## src/rtl/wis_pkg.sv

```systemverilog
package wis_pkg;
  localparam int unsigned LANES        = 8;
  localparam int unsigned WARP_THREADS = 32;

  // cycles one warp instruction holds the lane group
  function automatic int unsigned slot_cycles(input int unsigned threads,
                                              input int unsigned lanes);
    return (threads + lanes - 1) / lanes;
  endfunction
endpackage

```

## src/rtl/wis_scoreboard.sv

```systemverilog
module wis_scoreboard #(
  parameter int N_WARPS = 8,
  parameter int N_REGS  = 16,
  localparam int WID_W  = $clog2(N_WARPS),
  localparam int RID_W  = $clog2(N_REGS)
) (
  input  logic                     clk,
  input  logic                     rst_n,
  input  logic [N_WARPS-1:0]       dec_wr,
  input  logic [N_WARPS*RID_W-1:0] dec_dst,
  input  logic [N_WARPS*RID_W-1:0] dec_src_a,
  input  logic [N_WARPS*RID_W-1:0] dec_src_b,
  input  logic [N_WARPS-1:0]       set_vec,
  input  logic                     wb_valid,
  input  logic [WID_W-1:0]         wb_warp,
  input  logic [RID_W-1:0]         wb_reg,
  output logic [N_WARPS-1:0]       ready
);
  logic [N_REGS-1:0] pend_q [N_WARPS];
  logic [N_REGS-1:0] pend_d [N_WARPS];
  logic [N_WARPS-1:0] upd;

  for (genvar w = 0; w < N_WARPS; w++) begin : g_warp
    logic [RID_W-1:0] dst, sa, sb;
    logic             clr_hit;
    assign dst     = dec_dst[w*RID_W +: RID_W];
    assign sa      = dec_src_a[w*RID_W +: RID_W];
    assign sb      = dec_src_b[w*RID_W +: RID_W];
    assign clr_hit = wb_valid && (wb_warp == WID_W'(w));

    always_comb begin
      pend_d[w] = pend_q[w];
      if (clr_hit) pend_d[w][wb_reg] = 1'b0;
      if (set_vec[w] && dec_wr[w]) pend_d[w][dst] = 1'b1;
    end

    assign upd[w]   = clr_hit || (set_vec[w] && dec_wr[w]);
    assign ready[w] = !pend_q[w][sa] && !pend_q[w][sb] &&
                      !(dec_wr[w] && pend_q[w][dst]);

    always_ff @(posedge clk or negedge rst_n) begin
      if (!rst_n)      pend_q[w] <= '0;
      else if (upd[w]) pend_q[w] <= pend_d[w];
    end
  end
endmodule

```

## src/rtl/wis_rr_pick.sv

```systemverilog
module wis_rr_pick #(
  parameter int N_WARPS = 8,
  localparam int WID_W  = $clog2(N_WARPS)
) (
  input  logic [N_WARPS-1:0] elig,
  input  logic [N_WARPS-1:0] dp,
  input  logic [WID_W-1:0]   last,
  input  logic               pair_en,
  output logic               p1_vld,
  output logic [WID_W-1:0]   p1_id,
  output logic               p2_vld,
  output logic [WID_W-1:0]   p2_id
);
  logic             cand_vld;
  logic [WID_W-1:0] cand_id;

  always_comb begin
    p1_vld = 1'b0;
    p1_id  = '0;
    for (int i = 1; i <= N_WARPS; i++) begin
      logic [WID_W-1:0] idx;
      idx = last + WID_W'(i);
      if (!p1_vld && elig[idx]) begin
        p1_vld = 1'b1;
        p1_id  = idx;
      end
    end
  end

  always_comb begin
    cand_vld = 1'b0;
    cand_id  = '0;
    for (int i = 1; i < N_WARPS; i++) begin
      logic [WID_W-1:0] idx;
      idx = p1_id + WID_W'(i);
      if (!cand_vld && elig[idx]) begin
        cand_vld = 1'b1;
        cand_id  = idx;
      end
    end
  end

  assign p2_id  = cand_id;
  assign p2_vld = pair_en && p1_vld && cand_vld && !dp[p1_id] && !dp[cand_id];
endmodule

```

## src/rtl/warp_issue_sched.sv

```systemverilog
module warp_issue_sched #(
  parameter int N_WARPS  = 8,
  parameter int N_REGS   = 16,
  parameter int PC_W     = 16,
  parameter int START_PC = 'h100,
  parameter int PC_STEP  = 4,
  localparam int WID_W   = $clog2(N_WARPS),
  localparam int RID_W   = $clog2(N_REGS),
  localparam int SLOT_LEN = wis_pkg::slot_cycles(wis_pkg::WARP_THREADS, wis_pkg::LANES),
  localparam int SLOT_W  = (SLOT_LEN > 1) ? $clog2(SLOT_LEN) : 1
) (
  input  logic                     clk,
  input  logic                     rst_n,
  input  logic                     pair_mode,
  input  logic [N_WARPS-1:0]       dec_valid,
  input  logic [N_WARPS-1:0]       dec_wr,
  input  logic [N_WARPS-1:0]       dec_dp,
  input  logic [N_WARPS*RID_W-1:0] dec_dst,
  input  logic [N_WARPS*RID_W-1:0] dec_src_a,
  input  logic [N_WARPS*RID_W-1:0] dec_src_b,
  input  logic                     wb_valid,
  input  logic [WID_W-1:0]         wb_warp,
  input  logic [RID_W-1:0]         wb_reg,
  output logic                     iss_valid,
  output logic [WID_W-1:0]         iss_warp,
  output logic [PC_W-1:0]          iss_pc,
  output logic                     iss2_valid,
  output logic [WID_W-1:0]         iss2_warp,
  output logic [PC_W-1:0]          iss2_pc
);
  logic [SLOT_W-1:0] slot_q, slot_d;
  logic              slot_start;
  logic [WID_W-1:0]  last_q;
  logic [PC_W-1:0]   pc_q [N_WARPS];
  logic [N_WARPS-1:0] ready_w, elig, set_vec;
  logic              p1_vld, p2_vld, go1, go2;
  logic [WID_W-1:0]  p1_id, p2_id;

  // slot timer
  assign slot_start = (slot_q == '0);
  assign slot_d     = (slot_q == SLOT_W'(SLOT_LEN - 1)) ? '0 : slot_q + 1'b1;

  always_ff @(posedge clk or negedge rst_n) begin
    if (!rst_n) slot_q <= '0;
    else        slot_q <= slot_d;
  end

  wis_scoreboard #(.N_WARPS(N_WARPS), .N_REGS(N_REGS)) u_sb (
    .clk(clk), .rst_n(rst_n), .dec_wr(dec_wr), .dec_dst(dec_dst),
    .dec_src_a(dec_src_a), .dec_src_b(dec_src_b), .set_vec(set_vec),
    .wb_valid(wb_valid), .wb_warp(wb_warp), .wb_reg(wb_reg), .ready(ready_w)
  );

  assign elig = dec_valid & ready_w;

  wis_rr_pick #(.N_WARPS(N_WARPS)) u_pick (
    .elig(elig), .dp(dec_dp), .last(last_q), .pair_en(pair_mode),
    .p1_vld(p1_vld), .p1_id(p1_id), .p2_vld(p2_vld), .p2_id(p2_id)
  );

  assign go1 = slot_start && p1_vld;
  assign go2 = slot_start && p2_vld;

  always_comb begin
    set_vec = '0;
    if (go1) set_vec[p1_id] = 1'b1;
    if (go2) set_vec[p2_id] = 1'b1;
  end

  always_ff @(posedge clk or negedge rst_n) begin
    if (!rst_n)   last_q <= WID_W'(N_WARPS - 1);
    else if (go1) last_q <= p1_id;
  end

  for (genvar w = 0; w < N_WARPS; w++) begin : g_pc
    always_ff @(posedge clk or negedge rst_n) begin
      if (!rst_n)          pc_q[w] <= PC_W'(START_PC);
      else if (set_vec[w]) pc_q[w] <= pc_q[w] + PC_W'(PC_STEP);
    end
  end

  // output registers
  always_ff @(posedge clk or negedge rst_n) begin
    if (!rst_n) begin
      iss_valid  <= 1'b0;
      iss2_valid <= 1'b0;
    end else begin
      iss_valid  <= go1;
      iss2_valid <= go2;
    end
  end

  always_ff @(posedge clk or negedge rst_n) begin
    if (!rst_n) begin
      iss_warp <= '0;
      iss_pc   <= '0;
    end else if (go1) begin
      iss_warp <= p1_id;
      iss_pc   <= pc_q[p1_id];
    end
  end

  always_ff @(posedge clk or negedge rst_n) begin
    if (!rst_n) begin
      iss2_warp <= '0;
      iss2_pc   <= '0;
    end else if (go2) begin
      iss2_warp <= p2_id;
      iss2_pc   <= pc_q[p2_id];
    end
  end
endmodule

```

## config.mk

```make
export PLATFORM = sky130hd
export DESIGN_NAME = warp_issue_sched
export DESIGN_NICKNAME = d
export VERILOG_FILES = /design/src/rtl/wis_pkg.sv /design/src/rtl/wis_scoreboard.sv /design/src/rtl/wis_rr_pick.sv /design/src/rtl/warp_issue_sched.sv
export SDC_FILE = /design/constraint.sdc
export NUM_CORES = 1
export LEC_CHECK = 0
export BUFFER_PORTS_ARGS = -buffer_cell sky130_fd_sc_hd__buf_2
export CORE_MARGIN = 2
export CORE_UTILIZATION = 50
export CTS_CLUSTER_DIAMETER = 120
export DETAILED_ROUTE_END_ITERATION = 8
export HOLD_SLACK_MARGIN = 0.1
export PLACE_DENSITY = 0.69
export SLEW_MARGIN = 20
export SYNTH_ARGS = -nofsm -noshare
export SYNTH_HDL_FRONTEND = slang
export SYNTH_SLANG_ARGS = --single-unit
```

## constraint.sdc

```tcl
create_clock -name clk -period 9.1 [get_ports clk]
set_input_delay 0.455 -clock clk [delete_from_list [all_inputs] [get_ports clk]]
set_output_delay 0.455 -clock clk [all_outputs]
set_load 0.02 [all_outputs]
```

==> results of run 1 <==
==> routing by layer <==
layer	track usage, %	share of wire (%)	up-vias
met5	0	0.046	-
met4	9.849	3.1	4
met3	5.343	9.0	132
met2	47.51	47	793
met1	41.43	41	8222
li1	-	-	7178
==> critical path: stages, from the launching register on <==
cell	delay [ns]
dfrtp_1	0.40
mux2_2	0.27
o311ai_0	0.29
o311ai_0	0.25
nor4_4	0.86
buf_4	0.27
nor3_1	0.05
nor4bb_1	0.46
and4b_1	0.26
nand3_1	0.12
o221a_2	0.24
o32ai_4	0.10
inv_2	0.57
ha_1	0.29
xor2_1	0.36
o211ai_1	0.29
a21bo_4	0.30
nor3_4	0.25
a32oi_1	0.13
nor2_2	0.55
buf_4	0.41
mux4_2	0.56
mux2_2	0.28
mux2_2	0.27
==> cells in the final DEF (no fill, tap or decap), types with 28 or more instances in the layout <==
master / n
dfrtp_1: 270
o21ai_0: 255
buf_2: 165
nand2_1: 123
mux4_2: 122
mux2i_1: 112
xnor2_1: 88
nand3_1: 75
nand4_1: 75
mux2_2: 63
nor2_1: 58
and3_1: 37
clkbuf_16: 31
nand2b_1: 29
nor2b_1: 28
==> registers in the layout, indices dropped and copies added (netlist names) <==
register / count
slot_q: 2
iss2_valid: 1
iss_valid: 1
last_q: 3
iss2_pc: 14
iss_pc: 14
pc_q: 112
u_sb.pend_q: 128
iss2_warp: 3
iss_warp: 3
==> cell usage after synthesis, types with 6 or more instances <==
library cell | count | area [um^2]
or3_1 | 7 | 43.79
mux4_2 | 122 | 2748
nor2_1 | 58 | 217.7
xor2_1 | 23 | 201.4
o41ai_4 | 7 | 192.7
nor3_1 | 13 | 65.06
o21ai_0 | 256 | 1281
a22oi_1 | 24 | 180.2
mux2i_1 | 112 | 1121
mux2_2 | 63 | 709.4
buf_2 | 19 | 95.09
buf_4 | 10 | 75.07
o31ai_1 | 19 | 142.6
clkbuf_1 | 53 | 198.9
o21a_1 | 6 | 45.04
o41ai_1 | 9 | 78.83
and2_1 | 14 | 87.58
dfrtp_1 | 270 | 6756
nor3b_1 | 8 | 60.06
dfstp_2 | 11 | 289.0
ha_1 | 18 | 225.2
nand4_1 | 75 | 469.2
and3_1 | 37 | 231.5
xnor2_1 | 88 | 770.7
nand2b_1 | 29 | 181.4
nand3_1 | 75 | 375.4
inv_1 | 26 | 97.59
a21oi_1 | 27 | 135.1
or2_2 | 8 | 50.05
a31oi_1 | 7 | 43.79
buf_1 | 10 | 37.54
nand2_1 | 123 | 461.7
o22ai_1 | 10 | 62.56
nor2b_1 | 28 | 175.2
==> worst min path at each step <==
| stage | start | end | slack [ns] | cells past startpoint |
|---|---|---|---|---|
| after detailed placement | slot_q[0] | slot_q[0] | 0.46 | 1 |
| final | dec_dst[30] | u_sb.pend_q[0] | 0.20 | 2 |
| after floorplan | rst_n | iss2_pc[10] | 0.16 | 0 |
| after global routing | dec_dst[18] | u_sb.pend_q[48] | 0.19 | 2 |
| after CTS | dec_dst[30] | u_sb.pend_q[0] | 0.18 | 2 |
| after global placement | slot_q[0] | slot_q[0] | 0.44 | 1 |
==> logic make-up (layout without fill, tap and decap cells) <==
logic type                 after synthesis  after routing
adders and majority gates               18             18
xor gates and xnor gates               111            111
AOI/OAI and AO/OA                      438            438
muxes                                  302            302
and+or+nand+nor                        516            516
other                                    1              7
DFF                                    281            281
buffers and inverters                  124            278
==> layout make-up <==
type	instances	area, um^2	share of cell area (%)
clock inverter	19	176.4	0.8216
clock buffer	37	838.3	3.904
timing repair buffer	194	1066	4.965
multi-input combinational	1389	11590	53.99
tap	511	639.4	2.978
antenna	3	7.507	0.03496
sequential	281	7046	32.81
inverter	28	105.1	0.4895
==> stage by stage <==
step           setup slack, ns  utilization [%]
2_1_floorplan            1.031                -
3_3_place_gp             1.098            54.27
3_5_place_dp            0.9246            54.27
4_1_cts                  1.250            56.99
5_1_grt                 0.5616            57.00
6_report                 1.151            57.01
==> timing repair <==
| action | 4_1_cts | 5_1_grt |
|---|---|---|
| setup buffers | 0 | 0 |
| hold buffers | 1 | 0 |
| endpoints found under the hold margin | 116 | 0 |
==> flow_metrics.env, run 1 <==
export IMPL_status="finished, final reports clean"
export IMPL_clk_latency_ns=0.58
export IMPL_pin_count=171
export IMPL_worst_pin_slew_ns=0.9283
export IMPL_io_buffers=166
export IMPL_final_cells=2462
export IMPL_synth_compound_area_share_pct=14.87
export IMPL_clock_skew_ns=0.02217
export IMPL_report_final_slew_viol_count=0
export IMPL_yosys_warnings=0
export IMPL_gp_congestion=0.9801
export IMPL_synth_edf_count=0
export IMPL_cp_max_fo=26
export IMPL_nFillCells=3252
export IMPL_grt_max_degree=165
export IMPL_max_freq_ghz=0.1258
export IMPL_crit_path_start_kind="flop"
export IMPL_vias=16329
export IMPL_drt_iter0_drc=1426
export IMPL_ys_ff_latch=281
export IMPL_cts_root_buf="clkbuf_16"
export IMPL_track_usage_pct=29.79
export IMPL_hold_slack_ns=0.1988
export IMPL_worst_ep_arrival_time_ns=8.40
export IMPL_synth_area_per_cell_um2=10.70
export IMPL_post_drt_wl_per_cell_um=24.10
export IMPL_rr_startpoint="u_sb.pend_q[86]"
export IMPL_crit_end="iss2_pc[2]"
export IMPL_relSlewSlack_pct=38.11
export IMPL_setup_worst_path_start="u_sb.pend_q[86]"
export IMPL_syn_to_final_growth_pct=12.09
export IMPL_floorplan_initialDensity_pct=50.86
export IMPL_place_area_um2=20440
export IMPL_finalNetCount=2073
export IMPL_antenna_found_initial=5
export IMPL_clk_pin_slew_ns=0.07
export IMPL_cts_tree="done"
export IMPL_wl_um=59330
export IMPL_clockBufferDepth=3
export IMPL_synthAdderAreaFrac_pct=1.176
export IMPL_cts_made_buffers=30
export IMPL_fin_tns_setup_ns=0
export IMPL_die_area_um2=39890
export IMPL_design_core_area_um2=37670
export IMPL_rsz0062_at_grt="false"
export IMPL_grt_pass1_wl_um=91640
export IMPL_report_final_setup_viol=0
export IMPL_max_cap_viol_count=0
export IMPL_grt_overflow=0
export IMPL_syn_inst=1791
export IMPL_post_cts_resized=0
export IMPL_ff2ff_setup_slack_ns=1.15
export IMPL_finalCritPeriodShare_pct=87.35
export IMPL_route_detailed_drc=0
export IMPL_post_drt_via_cell_ratio=6.632
export IMPL_ant_nets=0
export IMPL_rows=71
export IMPL_design_area_um2=21470
export IMPL_htreeDepth=1
export IMPL_yosysSeqAreaShare_pct=36.78
export IMPL_grt_pass1_vias=15799
export IMPL_hp_class="in2reg"
export IMPL_period_minus_slack_ns=7.949
export IMPL_finalHoldViolCount=0
export IMPL_synth_top_family_by_area="multiplexers"
export IMPL_drive_gt1_share_pct=24.90
export IMPL_die_w_um=199.7
export IMPL_synth_xor_area_share_pct=5.075
export IMPL_ys_flop_type="dfrtp_1"
export IMPL_r2r_end="iss2_pc[2]"
export IMPL_critPathKind="reg2reg"
export IMPL_die_h_um=199.7
export IMPL_syn_area_um2=19160
export IMPL_cp_end_kind="flop"
export IMPL_placedCellCount=2402
export IMPL_synth_cell_types=92
export IMPL_rr_worst_depth=23
export IMPL_dr_pass1_iters=7
export IMPL_cts_sinks=281
export IMPL_async_flop_share_pct=100.0
export IMPL_crit_required_ns=9.55
export IMPL_synth_mux_area_share_pct=24.59
export IMPL_hpwl_um=43710
export IMPL_yosys_area_share_simple_pct=14.59
Power of run 1 is not shown: default switching activity piles up to over one toggle a cycle in this logic, so the estimate is an artifact.
==> run 2, diff against run 1 <==
--- a/config.mk
+++ b/config.mk
@@ -8,6 +8,7 @@
 export BUFFER_PORTS_ARGS = -buffer_cell sky130_fd_sc_hd__buf_2
 export CORE_MARGIN = 2
 export CORE_UTILIZATION = 50
+export CTS_BUF_LIST = sky130_fd_sc_hd__clkbuf_8
 export CTS_CLUSTER_DIAMETER = 120
 export DETAILED_ROUTE_END_ITERATION = 8
 export HOLD_SLACK_MARGIN = 0.1
==> run 2 against run 1 <==
Register-to-register slack about the same. Die area is the same. First-iteration DRC count increased by 4.1%. Clock-buffer cell count is 24 higher. Cell count grew 1.3%. Routed wire length hardly changed. Non-clock buffer count stayed put. Worst hold slack worse by 0.017 ns. Flip-flop and latch count unchanged. Core utilization up 0.083 points. Final area grew 0.15%. Via count increased by 0.31%. Critical path type unchanged. Largest cell class unchanged.
==> flow_metrics.env, run 2 (synthesis results as in run 1) <==
export IMPL_pin_count=171
export IMPL_largest_reg_flops=128
export IMPL_track_usage_pct=29.97
export IMPL_report_final_slew_viol_count=0
export IMPL_critPathKind="reg2reg"
export IMPL_finalNetCount=2091
export IMPL_cts_tree="done"
export IMPL_die_h_um=199.7
export IMPL_die_w_um=199.7
export IMPL_r2r_end="u_sb.pend_q[108]"
export IMPL_drt_iter0_drc=1485
export IMPL_setup_worst_path_start="u_sb.pend_q[63]"
export IMPL_clock_skew_ns=0.03735
export IMPL_regMostFlops="u_sb.pend_q"
export IMPL_dr_pass1_iters=6
export IMPL_grt_pass1_vias=15941
export IMPL_cts_root_buf="clkbuf_8"
export IMPL_top_regs="u_sb.pend_q (128), pc_q (112)"
export IMPL_vias=16379
export IMPL_final_cell_mix="dfrtp_1 (270), o21ai_0 (255), buf_2 (165)"
export IMPL_rsz0062_at_grt="false"
export IMPL_grt_max_degree=165
export IMPL_worst_pin_slew_ns=0.9711
export IMPL_floorplan_initialDensity_pct=50.86
export IMPL_multiInputGateArea_um2=11590
export IMPL_period_minus_slack_ns=7.954
export IMPL_post_drt_via_cell_ratio=6.567
export IMPL_rows=71
export IMPL_wl_um=59350
export IMPL_drive_gt1_share_pct=25.51
export IMPL_rr_startpoint="u_sb.pend_q[63]"
export IMPL_nFillCells=3273
export IMPL_gp_congestion=0.9801
export IMPL_ff2ff_setup_slack_ns=1.15
export IMPL_finalHoldViolCount=0
export IMPL_status="finished, final reports clean"
export IMPL_layout_commonest_cell="dfrtp_1"
export IMPL_max_freq_ghz=0.1257
export IMPL_clk_pin_slew_ns=0.06
export IMPL_crit_path_start_kind="flop"
export IMPL_relSlewSlack_pct=35.26
export IMPL_post_drt_wl_per_cell_um=23.80
export IMPL_syn_to_final_growth_pct=12.25
export IMPL_ant_nets=0
export IMPL_clockBufferDepth=3
export IMPL_grt_pass1_wl_um=91850
export IMPL_crit_end="u_sb.pend_q[108]"
export IMPL_crit_required_ns=9.58
export IMPL_antenna_found_initial=7
export IMPL_rr_worst_depth=24
export IMPL_regArea_um2=7046
export IMPL_clk_latency_ns=0.61
export IMPL_die_area_um2=39890
export IMPL_cp_end_kind="flop"
export IMPL_design_core_area_um2=37670
export IMPL_hp_class="in2reg"
export IMPL_cp_max_fo=34
export IMPL_cts_made_buffers=48
export IMPL_max_cap_viol_count=0
export IMPL_grt_overflow=0
export IMPL_finalCritPeriodShare_pct=87.41
export IMPL_io_buffers=166
export IMPL_report_final_setup_viol=0
export IMPL_post_cts_resized=0
export IMPL_cts_sinks=281
export IMPL_hpwl_um=43710
export IMPL_route_detailed_drc=0
export IMPL_worst_ep_arrival_time_ns=8.43
export IMPL_fin_tns_setup_ns=0
export IMPL_htreeDepth=2
-- run 2: cell count changes in the layout (fill, tap and decap cells not counted) --
| cell | before | now |
|---|---|---|
| bufinv_16 | 2 | 3 |
| clkinvlp_4 | 8 | 1 |
| clkbuf_8 | 4 | 61 |
| clkinv_4 | 1 | 0 |
| clkbuf_1 | 2 | 0 |
| clkbuf_16 | 31 | 0 |
| inv_6 | 2 | 3 |
| inv_1 | 26 | 40 |
-- run 2: worst max-delay path, cell delays in order (launching register included) --
cell and delay [ns]:
dfrtp_1 0.44, mux4_2 0.49, and3_1 0.19, nor4_1 0.41, and4_1 0.66, and2_1 0.25
a221oi_1 0.06, a22oi_1 0.46, a31oi_1 0.08, a211o_1 0.35, o211ai_4 0.21, buf_4 0.56
ha_1 0.37, inv_1 0.14, mux2i_1 0.20, mux4_2 0.56, a21o_1 0.17, a32o_1 0.25
a2bb2oi_2 0.15, buf_4 0.23, nand2b_1 0.39, o41ai_4 0.30, buf_4 0.30, nand2b_1 0.24
o31ai_1 0.31
-- run 2: metal layers --
metal,global-route usage [%],wire length [um]
met1,41.30,24220
met2,47.67,27680
met3,5.796,5575
met4,10.40,1833
met5,0,43
-- run 2: cell type report --
cell class / count / share of cell area (%)
Antenna cell: 3 / 0.03491
Clock buffer: 61 / 3.904
Clock inverter: 27 / 0.9601
Inverter: 28 / 0.4888
Multi-Input combinational cell: 1389 / 53.92
Sequential cell: 281 / 32.77
Tap cell: 511 / 2.973
Timing Repair Buffer: 194 / 4.958
-- run 2: repair_timing --
action	in CTS	in global routing
buffers inserted	0	0
hold buffers	1	0
endpoints found under the hold margin	116	0
setup endpoints to repair	0	0
-- run 2: worst min path at each step --
stage | startpoint | to | slack (ns) | depth (start not counted)
after floorplan | rst_n | iss2_pc[10] | 0.16 | 0
after global placement | slot_q[0] | slot_q[0] | 0.44 | 1
after detailed placement | slot_q[0] | slot_q[0] | 0.46 | 1
after CTS | dec_dst[18] | u_sb.pend_q[49] | 0.15 | 2
after global routing | dec_dst[18] | u_sb.pend_q[48] | 0.17 | 2
final | dec_dst[18] | u_sb.pend_q[49] | 0.18 | 2
-- run 2: metrics by stage --
step	utilization, %	worst slack (ns)	instances	hold WS (ns)	area (um^2)
floorplan	-	1.031	1794	0.1594	19170
global placement	54.27	1.098	2402	0.4389	20440
detailed placement	54.27	0.9246	2402	0.4602	20440
CTS	57.07	1.273	2491	0.1520	21500
global route	57.09	0.6135	2494	0.1745	21500
finish	57.09	1.146	2494	0.1819	21500
Power of run 2 is left out for the same reason.
